$ cat config.mk
export PLATFORM = sky130hd
export DESIGN_NAME = chain_frame_engine
export DESIGN_NICKNAME = d
export VERILOG_FILES = /design/src/rtl/cfe_pkg.sv /design/src/rtl/cfe_ctrl.sv /design/src/rtl/cfe_dpath.sv /design/src/rtl/chain_frame_engine.sv
export SDC_FILE = /design/constraint.sdc
export NUM_CORES = 1
export LEC_CHECK = 0
export BUFFER_PORTS_ARGS = -buffer_cell sky130_fd_sc_hd__buf_4
export CAP_MARGIN = 10
export CORE_MARGIN = 1
export CORE_UTILIZATION = 43
export CTS_BUF_LIST = sky130_fd_sc_hd__clkbuf_2
export DETAILED_ROUTE_END_ITERATION = 10
export GPL_TIMING_DRIVEN = 0
export PLACE_DENSITY = 0.73
export SYNTH_ARGS = -nofsm -noshare
export SYNTH_HDL_FRONTEND = slang
export SYNTH_SLANG_ARGS = --single-unit
$ cat constraint.sdc
create_clock -name clk -period 2.2 [get_ports clk]
set_input_delay 0.66 -clock clk [delete_from_list [all_inputs] [get_ports clk]]
set_output_delay 0.66 -clock clk [all_outputs]
set_load 0.01 [all_outputs]
$ cat src/rtl/cfe_pkg.sv
package cfe_pkg;
  localparam int BYTE_W = 8;
  localparam int NFIELD_W = 6;
  localparam logic [1:0] KIND_HDR  = 2'b10;
  localparam logic [1:0] KIND_PASS = 2'b11;
  localparam int CLR_BIT = 5;

  typedef enum logic [1:0] {HS_NONE, HS_ONE, HS_BOTH} hdrStateT;

  typedef struct packed {
    logic fwdLoad;   // a byte was taken this cycle
    logic frameIdle; // chip select high
    logic capHdr2;   // second header byte present
    logic capCmd;    // own command byte present
    logic capData;   // own data byte present
    logic repSet;    // next output slot carries the report
    logic commit;    // frame good, apply
    logic reject;    // frame bad
    logic endFrame;  // chip select rising
  } strobeT;
endpackage

$ cat src/rtl/cfe_ctrl.sv
module cfe_ctrl
  import cfe_pkg::*;
#(
  parameter int MAX_DEVICES = 63
) (
  input  logic              clk,
  input  logic              rstN,
  input  logic              csN,
  input  logic              rxValid,
  input  logic [BYTE_W-1:0] rxByte,
  output strobeT            strb
);
  localparam int CNT_W = $clog2(2 * MAX_DEVICES + 3) + 1;
  localparam logic [CNT_W-1:0] CNT_MAX = '1;
  localparam logic [NFIELD_W-1:0] POS_MAX = '1;
  localparam logic [NFIELD_W-1:0] DEV_LIM = NFIELD_W'(MAX_DEVICES);

  logic csPrevQ;
  logic [CNT_W-1:0] byteCnt;
  logic [NFIELD_W-1:0] statCnt;
  logic [NFIELD_W-1:0] nQ;
  hdrStateT hdrSt;
  logic hdrErrQ;
  logic ownPassQ;

  logic take, isHdr, isPass, csRise, hitCmd, hitData, frameGood;
  logic [CNT_W-1:0] idxCmd, idxData, lenWant;

  always_comb begin
    isHdr   = rxByte[7:6] == KIND_HDR;
    isPass  = rxByte[7:6] == KIND_PASS;
    take    = rxValid && !csN;
    csRise  = csN && !csPrevQ;
    idxCmd  = CNT_W'(nQ) + CNT_W'(1);
    idxData = CNT_W'(nQ) + CNT_W'(nQ) + CNT_W'(1);
    lenWant = idxData + CNT_W'(1);
    hitCmd  = take && hdrSt == HS_BOTH && byteCnt == idxCmd;
    hitData = take && hdrSt == HS_BOTH && byteCnt == idxData;
    frameGood = hdrSt == HS_BOTH && !hdrErrQ && nQ != '0 && nQ <= DEV_LIM
                && statCnt < nQ && byteCnt == lenWant;
    strb.fwdLoad   = take;
    strb.frameIdle = csN;
    strb.capHdr2   = take && hdrSt == HS_ONE;
    strb.capCmd    = hitCmd && !isPass;
    strb.capData   = hitData && !isPass;
    strb.repSet    = hitCmd;
    strb.commit    = csRise && byteCnt != '0 && frameGood && !ownPassQ;
    strb.reject    = csRise && byteCnt != '0 && !frameGood;
    strb.endFrame  = csRise;
  end

  always_ff @(posedge clk) begin
    if (!rstN) csPrevQ <= 1'b1;
    else       csPrevQ <= csN;
  end

  always_ff @(posedge clk) begin
    if (!rstN || csN) begin
      byteCnt  <= '0;
      statCnt  <= '0;
      nQ       <= '0;
      hdrSt    <= HS_NONE;
      hdrErrQ  <= 1'b0;
      ownPassQ <= 1'b0;
    end else if (take) begin
      if (byteCnt != CNT_MAX) byteCnt <= byteCnt + CNT_W'(1);
      case (hdrSt)
        HS_NONE: begin
          if (isHdr) begin
            hdrSt <= HS_ONE;
            nQ    <= rxByte[NFIELD_W-1:0];
          end else if (statCnt != POS_MAX) begin
            statCnt <= statCnt + NFIELD_W'(1);
          end
        end
        HS_ONE: begin
          hdrSt <= HS_BOTH;
          if (!isHdr) hdrErrQ <= 1'b1;
        end
        default: ;
      endcase
      if ((hitCmd || hitData) && isPass) ownPassQ <= 1'b1;
    end
  end


  cnt_reset_chk: assert property (@(posedge clk) disable iff (!rstN)
    csN |=> (byteCnt == '0 && hdrSt == HS_NONE));


  pos_frozen_chk: assert property (@(posedge clk) disable iff (!rstN)
    (!csN && hdrSt != HS_NONE) |=> (csN || $stable(statCnt)));
endmodule

$ cat src/rtl/cfe_dpath.sv
module cfe_dpath
  import cfe_pkg::*;
(
  input  logic              clk,
  input  logic              rstN,
  input  logic              csN,
  input  strobeT            strb,
  input  logic [BYTE_W-1:0] rxByte,
  input  logic [BYTE_W-1:0] statusByte,
  input  logic [BYTE_W-1:0] reportByte,
  output logic [BYTE_W-1:0] txByte,
  output logic              cmdValid,
  output logic [BYTE_W-1:0] cmdOut,
  output logic [BYTE_W-1:0] dataOut,
  output logic              frameErr,
  output logic              clrFault
);
  logic [BYTE_W-1:0] fwdQ, cmdLatQ, dataLatQ;
  logic sentAnyQ, repSlotQ, clrBitQ;

  always_comb begin
    if (csN || !sentAnyQ) txByte = statusByte;
    else if (repSlotQ)    txByte = reportByte;
    else                  txByte = fwdQ;
  end

  always_ff @(posedge clk) begin
    if (!rstN || strb.frameIdle) begin
      sentAnyQ <= 1'b0;
      repSlotQ <= 1'b0;
      fwdQ     <= '0;
    end else if (strb.fwdLoad) begin
      sentAnyQ <= 1'b1;
      repSlotQ <= strb.repSet;
      fwdQ     <= rxByte;
    end
  end

  always_ff @(posedge clk) begin
    if (!rstN) begin
      cmdLatQ  <= '0;
      dataLatQ <= '0;
      clrBitQ  <= 1'b0;
    end else begin
      if (strb.capCmd)  cmdLatQ  <= rxByte;
      if (strb.capData) dataLatQ <= rxByte;
      if (strb.frameIdle)    clrBitQ <= 1'b0;
      else if (strb.capHdr2) clrBitQ <= rxByte[7:6] == KIND_HDR && rxByte[CLR_BIT];
    end
  end

  always_ff @(posedge clk) begin
    if (!rstN) begin
      cmdValid <= 1'b0;
      frameErr <= 1'b0;
      clrFault <= 1'b0;
      cmdOut   <= '0;
      dataOut  <= '0;
    end else begin
      cmdValid <= strb.commit;
      frameErr <= strb.reject;
      clrFault <= strb.endFrame && clrBitQ;
      if (strb.commit) begin
        cmdOut  <= cmdLatQ;
        dataOut <= dataLatQ;
      end
    end
  end


  tx_idle_status_chk: assert property (@(posedge clk) disable iff (!rstN)
    csN |-> txByte == statusByte);


  cmd_after_rise_chk: assert property (@(posedge clk) disable iff (!rstN)
    cmdValid |-> ($past(csN) && !$past(csN, 2)));


  cmd_single_pulse_chk: assert property (@(posedge clk) disable iff (!rstN)
    cmdValid |=> !cmdValid);


  cmd_err_excl_chk: assert property (@(posedge clk) disable iff (!rstN)
    !(cmdValid && frameErr));


  clr_after_rise_chk: assert property (@(posedge clk) disable iff (!rstN)
    clrFault |-> ($past(csN) && !$past(csN, 2)));
endmodule

$ cat src/rtl/chain_frame_engine.sv
module chain_frame_engine
  import cfe_pkg::*;
#(
  parameter int MAX_DEVICES = 63
) (
  input  logic       clk,
  input  logic       rstN,
  input  logic       csN,
  input  logic       rxValid,
  input  logic [7:0] rxByte,
  input  logic [7:0] statusByte,
  input  logic [7:0] reportByte,
  output logic [7:0] txByte,
  output logic       cmdValid,
  output logic [7:0] cmdOut,
  output logic [7:0] dataOut,
  output logic       frameErr,
  output logic       clrFault
);
  strobeT strb;

  cfe_ctrl #(.MAX_DEVICES(MAX_DEVICES)) i_ctrl (
    .clk(clk), .rstN(rstN), .csN(csN), .rxValid(rxValid), .rxByte(rxByte),
    .strb(strb)
  );

  cfe_dpath i_dpath (
    .clk(clk), .rstN(rstN), .csN(csN), .strb(strb), .rxByte(rxByte),
    .statusByte(statusByte), .reportByte(reportByte), .txByte(txByte),
    .cmdValid(cmdValid), .cmdOut(cmdOut), .dataOut(dataOut),
    .frameErr(frameErr), .clrFault(clrFault)
  );
endmodule

Word-level counts from Yosys, hierarchy flattened
Index checks and enable logic that the tools add are counted.
- flip-flop bits (word level): 72
- input bits: 28
- $add $sub $neg: 6
- magnitude comparators: 2
- equal/unequal tests: 10
- multiplexer cells: 4
- bitwise operators: 2
- reduce and logical (&&, ||, !) cells: 42
- operators with widths (cell ; count):
    $add A9 B1 Y9 const B ; 3
    $eq A9 B9 Y1 ; 3
    $logic_and A1 B1 Y1 ; 20
    $mux W8 ; 2
    $ne A9 B9 Y1 const B ; 1
    $reduce_and A3 Y1 ; 3
    $reduce_bool A9 Y1 ; 1
    $logic_not A1 Y1 ; 8
    $add A6 B1 Y7 const B ; 1
    $add A6 B6 Y7 ; 1
    $add A6 B1 Y6 const B ; 1
    $eq A2 B2 Y1 const B ; 3
    $le A6 B6 Y1 const B ; 1
    $lt A6 B6 Y1 ; 1
    $ne A6 B6 Y1 const B ; 1
    $reduce_bool A6 Y1 ; 1
    $pmux W2 S2 ; 1
    $reduce_and A2 Y1 ; 2
    $reduce_and A4 Y1 ; 1
    $logic_or A1 B1 Y1 ; 3
    $eq A2 B1 Y1 const B ; 1
    $logic_not A2 Y1 ; 1
    $mux W2 ; 1
    $ne A2 B1 Y1 const B ; 1
    other kinds (3) ; 4

Depth between registers and ports, before layout
- word-level depth: 8
- mapped depth: 10
- depth with buffers taken out: 10

Cells and area by module
A second synthesis with hierarchy kept.
- cells, all modules: 379
- area total of the unflattened synthesis: 3717.3 um^2
- modules (own cells, without submodules) (module ; times used ; cells each ; area each (um^2) ; seq. area each (um^2)):
    cfe_dpath ; 1 ; 165 ; 1931.9 ; 920.9
    cfe_ctrl ; 1 ; 214 ; 1785.5 ; 520.5

Worst setup path before layout
OpenSTA, ideal clock, no wires.
- path type: register -> register
- start point: register i_ctrl.nQ[0]
- end point: register i_dpath.cmdOut[6]
- arrival: 2.179 ns
- path slack: -0.111 ns
- stages on the path, launching flop included: 10
- buffers on the path: 2
- cells stage by stage: dfxtp_1 ha_1 buf_6 xor2_1 o32a_1 o31a_1 a2111o_1 buf_2 o21ai_0 a21oi_1
- longest elaborated chain between the ends: 7
- elaborated cells between the ends (all ways): 13
- ends and longest elaborated chain (item ; line ; source):
    from (decl) ; cfe_ctrl.sv:21 ; logic [NFIELD_W-1:0] nQ;
    from (signal assigned) ; cfe_ctrl.sv:71 ; nQ <= rxByte[NFIELD_W-1:0];
    $add A6 B6 Y7 or $reduce_bool A6 Y1 (tied branches) ; cfe_ctrl.sv:35, cfe_ctrl.sv:39 ;
    $add A9 B1 Y9 or $logic_and A1 B1 Y1 (tied branches) ; cfe_ctrl.sv:35, cfe_ctrl.sv:39 ;
    $add A9 B1 Y9 or $logic_and A1 B1 Y1 (tied branches) ; cfe_ctrl.sv:36, cfe_ctrl.sv:39 ;
    $eq A9 B9 Y1 or $logic_and A1 B1 Y1 (tied branches) ; cfe_ctrl.sv:40 ; && statCnt < nQ && byteCnt == lenWant;
    $logic_and A1 B1 Y1 * ; cfe_ctrl.sv:40 ;
    $logic_and A1 B1 Y1 * (2 in series) ; cfe_ctrl.sv:47 ; strb.commit = csRise && byteCnt != '0 && frameGood && !ownPassQ;
    to (signal assigned) ; cfe_dpath.sv:64 ; cmdOut <= cmdLatQ;
    to (decl) ; cfe_dpath.sv:13 ; output logic [BYTE_W-1:0] cmdOut,
Mark *: on every way between the ends. The rest lies on a longest branch, timed or not.
A chain may end at the register's enable or synchronous reset.

Worst setup path after layout
- start point: register i_ctrl.nQ[0]
- end point: register i_dpath.dataOut[7]
- longest elaborated chain between the ends: 7
- elaborated cells between the ends (all ways): 13
- ends and longest elaborated chain (item ; line ; source):
    $add A6 B6 Y7 or $reduce_bool A6 Y1 (tied branches) ; cfe_ctrl.sv:35, cfe_ctrl.sv:39 ;
    $add A9 B1 Y9 or $logic_and A1 B1 Y1 (tied branches) ; cfe_ctrl.sv:35, cfe_ctrl.sv:39 ;
    $add A9 B1 Y9 or $logic_and A1 B1 Y1 (tied branches) ; cfe_ctrl.sv:36, cfe_ctrl.sv:39 ;
    $eq A9 B9 Y1 or $logic_and A1 B1 Y1 (tied branches) ; cfe_ctrl.sv:40 ;
    $logic_and A1 B1 Y1 * ; cfe_ctrl.sv:40 ;
    $logic_and A1 B1 Y1 * (2 in series) ; cfe_ctrl.sv:47 ;
    to (signal assigned) ; cfe_dpath.sv:65 ; dataOut <= dataLatQ;
    to (decl) ; cfe_dpath.sv:14 ; output logic [BYTE_W-1:0] dataOut,
Marks and branches as above.

==> run summary <==
Maximum clock rate: 0.424 GHz
Number of enable flip-flop cells after synthesis: 0
Sequential share of power: 0.549
Port-buffer cells: 52
Predominant post-synthesis flop cell: dfxtp_1
Worst clock skew on the final layout: 27.4 ps
Detailed placer's ending HPWL: 6.73 mm
Post-detailed-route wirelength per cell: 16.1 µm
CTS Hold Buffers Added: 0
Maximum buffer depth of the clock tree: 2
Post-route cell area: 0.00475 mm²
Clock net sink count: 72
Power density relative to cell area: 506 mW/mm²
Gate power share: 0.085
Cell type of the slowest stage on the worst timing path: a2111o_1
Flip-flop and latch area: 0.00146 mm²
Kind of launch point of the worst setup path: register
Number of antenna-violating nets in the routed design: 0
Endpoints failing hold: 0
Proportion of total power due to net switching: 0.259
DRC violation count after routing: 0
Synth cell types: 54
Final critical-path required period: 2360 ps
Library cell with the largest summed area after synthesis: dfxtp_1
First-pass GRT wire length: 15.5 mm
Detailed-route wire length: 9.95 mm
Post-Syn Area per Cell: 8.63 µm²
Static power due to leakage: 0.00189 µW
Initial antenna violation count: 0
Initial Utilization: 0.445
Area of the die: 0.00888 mm²
Placeable core region: 0.00822 mm²
Worst-path fanout max: 8
Pin count of the biggest net entering global routing: 14
Dominant cell by count in the synthesized netlist: dfxtp_1
CP Data Arrival Time: 2780 ps
Clock slew at the register clock pins of the worst setup and hold paths: 220 ps
Worst relative slew slack: 0.554
Element type at the critical path end: register
Area contributors post-synth: dfxtp_1, mux2i_1, nor2_1
All-layer global routing usage: 0.227
Total number of H-tree levels: 3
GPL Wtd Cong: 0.926
Share of the clock period used by the worst path: 1.07
Violations in the final reports: negative setup slack
Share of Yosys cell area claimed by the top area cell type: 0.394
Syn-to-layout area delta: 29.8%
Crit-path cells: ha_4 -> xor2_1 -> o32a_1 -> o31a_1 -> a2111o_1 -> buf_6 -> o21ai_2 -> a21oi_1
Worst-Margin Slew: 670 ps
Footprint of the multi-input gates: 0.00221 mm²
Clock tree from TritonCTS: built
Final worst setup slack: -158 ps
Fin. max-slew vios: 0
Switching component of the power: 622 µW
Slowest cell delay on critical path: 560 ps
Starting DRT DRC Count: 192
Ratio of cells with drive above 1 in the final layout: 0.318
Max-Cap Viols: 0
Synthesized Nets: 463
Register bit count reported by yosys: 72
Number of antenna repair diodes: 0
Via total after detailed routing: 3438
Share of the core filled with cells: 0.578
Sum of overflow across all layers after global routing: 0
Post-layout net count: 546
Vertical die dimension: 94.2 µm
Result of the run: finished, violations left
FFs w/ async S/R, synth: 0
Internal power: 1780 µW
Gate count of the mapped netlist: 424
Setup violations, final: 16
Kind of critical path: reg2reg
Clock latency at the later pin of the worst-skew pair: 540 ps
I/O pin cnt: 55
Hold crit path type: in2reg
Fillers: 709
Number of global-route vias before repair: 3231
Placed instance area: 0.00420 mm²
Drt first pass iters: 5
Root buffer selected by CTS: clkbuf_2
Die outline width: 94.2 µm
Synth Cell Area: 0.00366 mm²
RSZ-0062 raised after global routing: yes
Share of synthesized area occupied by flip-flops and latches: 0.394
Number of core rows: 33
Critical path required time: 2630 ps
Drt via density: 5.57
Synth warnings: 0
CTS Buf Count: 9
Share of power burned in the clock network: 0.366
Top post-synthesis cells by count: dfxtp_1, nor2_1, nand2_1
Worst ir drop on vdd: 0.000410 V
[layout by cell type (no fill, tap or decap), types with 4 or more instances in the layout]
master	n
nand3_2	6
nor4_1	4
ha_1	8
or3_1	5
nor2b_1	5
buf_4	68
xor2_1	11
nand2_1	37
o21ai_2	8
o221a_2	4
o21ai_1	11
o21ai_0	12
a21oi_2	8
nand3_1	15
nand4_1	10
dfxtp_4	5
nor2_1	48
dfxtp_1	66
buf_1	5
a21oi_1	17
clkbuf_2	10
buf_2	5
buf_6	10
inv_1	11
mux2i_1	35
clkbuf_1	9
xnor2_1	13
[final cells by class]
class / count / share of cell area
Inverter: 12 / 0.00949
Buffer: 28 / 0.0348
Clock inverter: 7 / 0.0200
Sequential cell: 72 / 0.308
Tap cell: 105 / 0.0277
Multi-Input combinational cell: 309 / 0.465
Timing Repair Buffer: 75 / 0.126
Clock buffer: 9 / 0.00949
[sequential cells by signal, indices dropped and copies added (netlist names)]
| name | cells |
|---|---|
| i_dpath.fwdQ | 8 |
| i_dpath.clrFault | 1 |
| i_dpath.cmdValid | 1 |
| i_ctrl.nQ | 6 |
| i_ctrl.csPrevQ | 1 |
| i_ctrl.statCnt | 6 |
| i_dpath.clrBitQ | 1 |
| i_dpath.repSlotQ | 1 |
| i_ctrl.hdrErrQ | 1 |
| i_dpath.dataOut | 8 |
| i_dpath.sentAnyQ | 1 |
| i_ctrl.ownPassQ | 1 |
| i_ctrl.hdrSt | 2 |
| i_ctrl.byteCnt | 9 |
| i_dpath.dataLatQ | 8 |
| i_dpath.frameErr | 1 |
| i_dpath.cmdOut | 8 |
| i_dpath.cmdLatQ | 8 |
[final timing paths]
path / start / to / slack (ps) / cells past startpoint
setup / recovery: i_ctrl.nQ[0]$_SDFFE_PP0P_ / i_dpath.dataOut[7]$_SDFFE_PN0P_ / -160 / 8
hold / removal: rxByte[4] / i_dpath.cmdLatQ[4]$_SDFFE_PN0P_ / 390 / 3
setup reg to reg: i_ctrl.nQ[0]$_SDFFE_PP0P_ / i_dpath.dataOut[7]$_SDFFE_PN0P_ / -160 / 8
hold reg to reg: i_dpath.cmdLatQ[0]$_SDFFE_PN0P_ / i_dpath.cmdOut[0]$_SDFFE_PN0P_ / 470 / 2
[power by group through the flow]
stage / clock network, µW / logic [µW] / registers, µW
6_report: 879 / 204 / 1320
5_1_grt: 943 / 220 / 1320
4_1_cts: 888 / 193 / 1320
3_5_place_dp: 0 / 184 / 1350
3_3_place_gp: 0 / 181 / 1350
2_1_floorplan: 0 / 96.1 / 1350
[timing repair]
action                                  in CTS  in global routing
gates resized for setup                     28                 51
endpoints found under the setup margin      44                 41
endpoints found under the hold margin        0                  0
pin swaps                                   13                  6
gates cloned                                 2                  1
setup buffers                               13                  7
[cell families (layout without fill, tap and decap cells)]
family | count (synthesis) | after routing | synth area share
XOR/XNOR | 26 | 26 | 0.0623
flip-flops | 72 | 72 | 0.394
multiplexers | 36 | 36 | 0.0985
AO/OA/AOI/OAI | 79 | 79 | 0.141
AND/OR/NAND/NOR | 157 | 157 | 0.212
adder cells (fa/ha/maj) | 11 | 11 | 0.0376
buffers and inverters | 43 | 131 | 0.0547
[critical path, delay by kind of cell (launching register included)]
family | cells | cell delay, ps
flops | 1 | 400
buf+inv | 1 | 200
fa+ha+maj | 1 | 170
compound gates | 5 | 1340
xor+xnor | 1 | 140
[metrics by stage]
step | hold slack (ps) | TNS, ps | std cells | power (µW) | setup slack [ps]
3_5_place_dp | 464 | -13730 | 581 | 1530 | -431
6_report | 390 | -1750 | 617 | 2400 | -158
3_3_place_gp | 449 | -11590 | 581 | 1530 | -398
2_1_floorplan | 428 | -360 | 424 | 1440 | -44.8
5_1_grt | 358 | -3560 | 617 | 2480 | -261
4_1_cts | 379 | -1100 | 610 | 2400 | -91.6
[per-layer routing]
layer | GRT usage | up-vias | routed length, µm | part of all wire
met5 | 0 | - | 0 | 0
met4 | 0.0603 | 0 | 185 | 0.019
met3 | 0.0526 | 21 | 634 | 0.064
met2 | 0.384 | 116 | 4830 | 0.48
met1 | 0.287 | 1647 | 4310 | 0.43
li1 | - | 1654 | - | -
No activity file was read; power rests on OpenSTA's default activity.
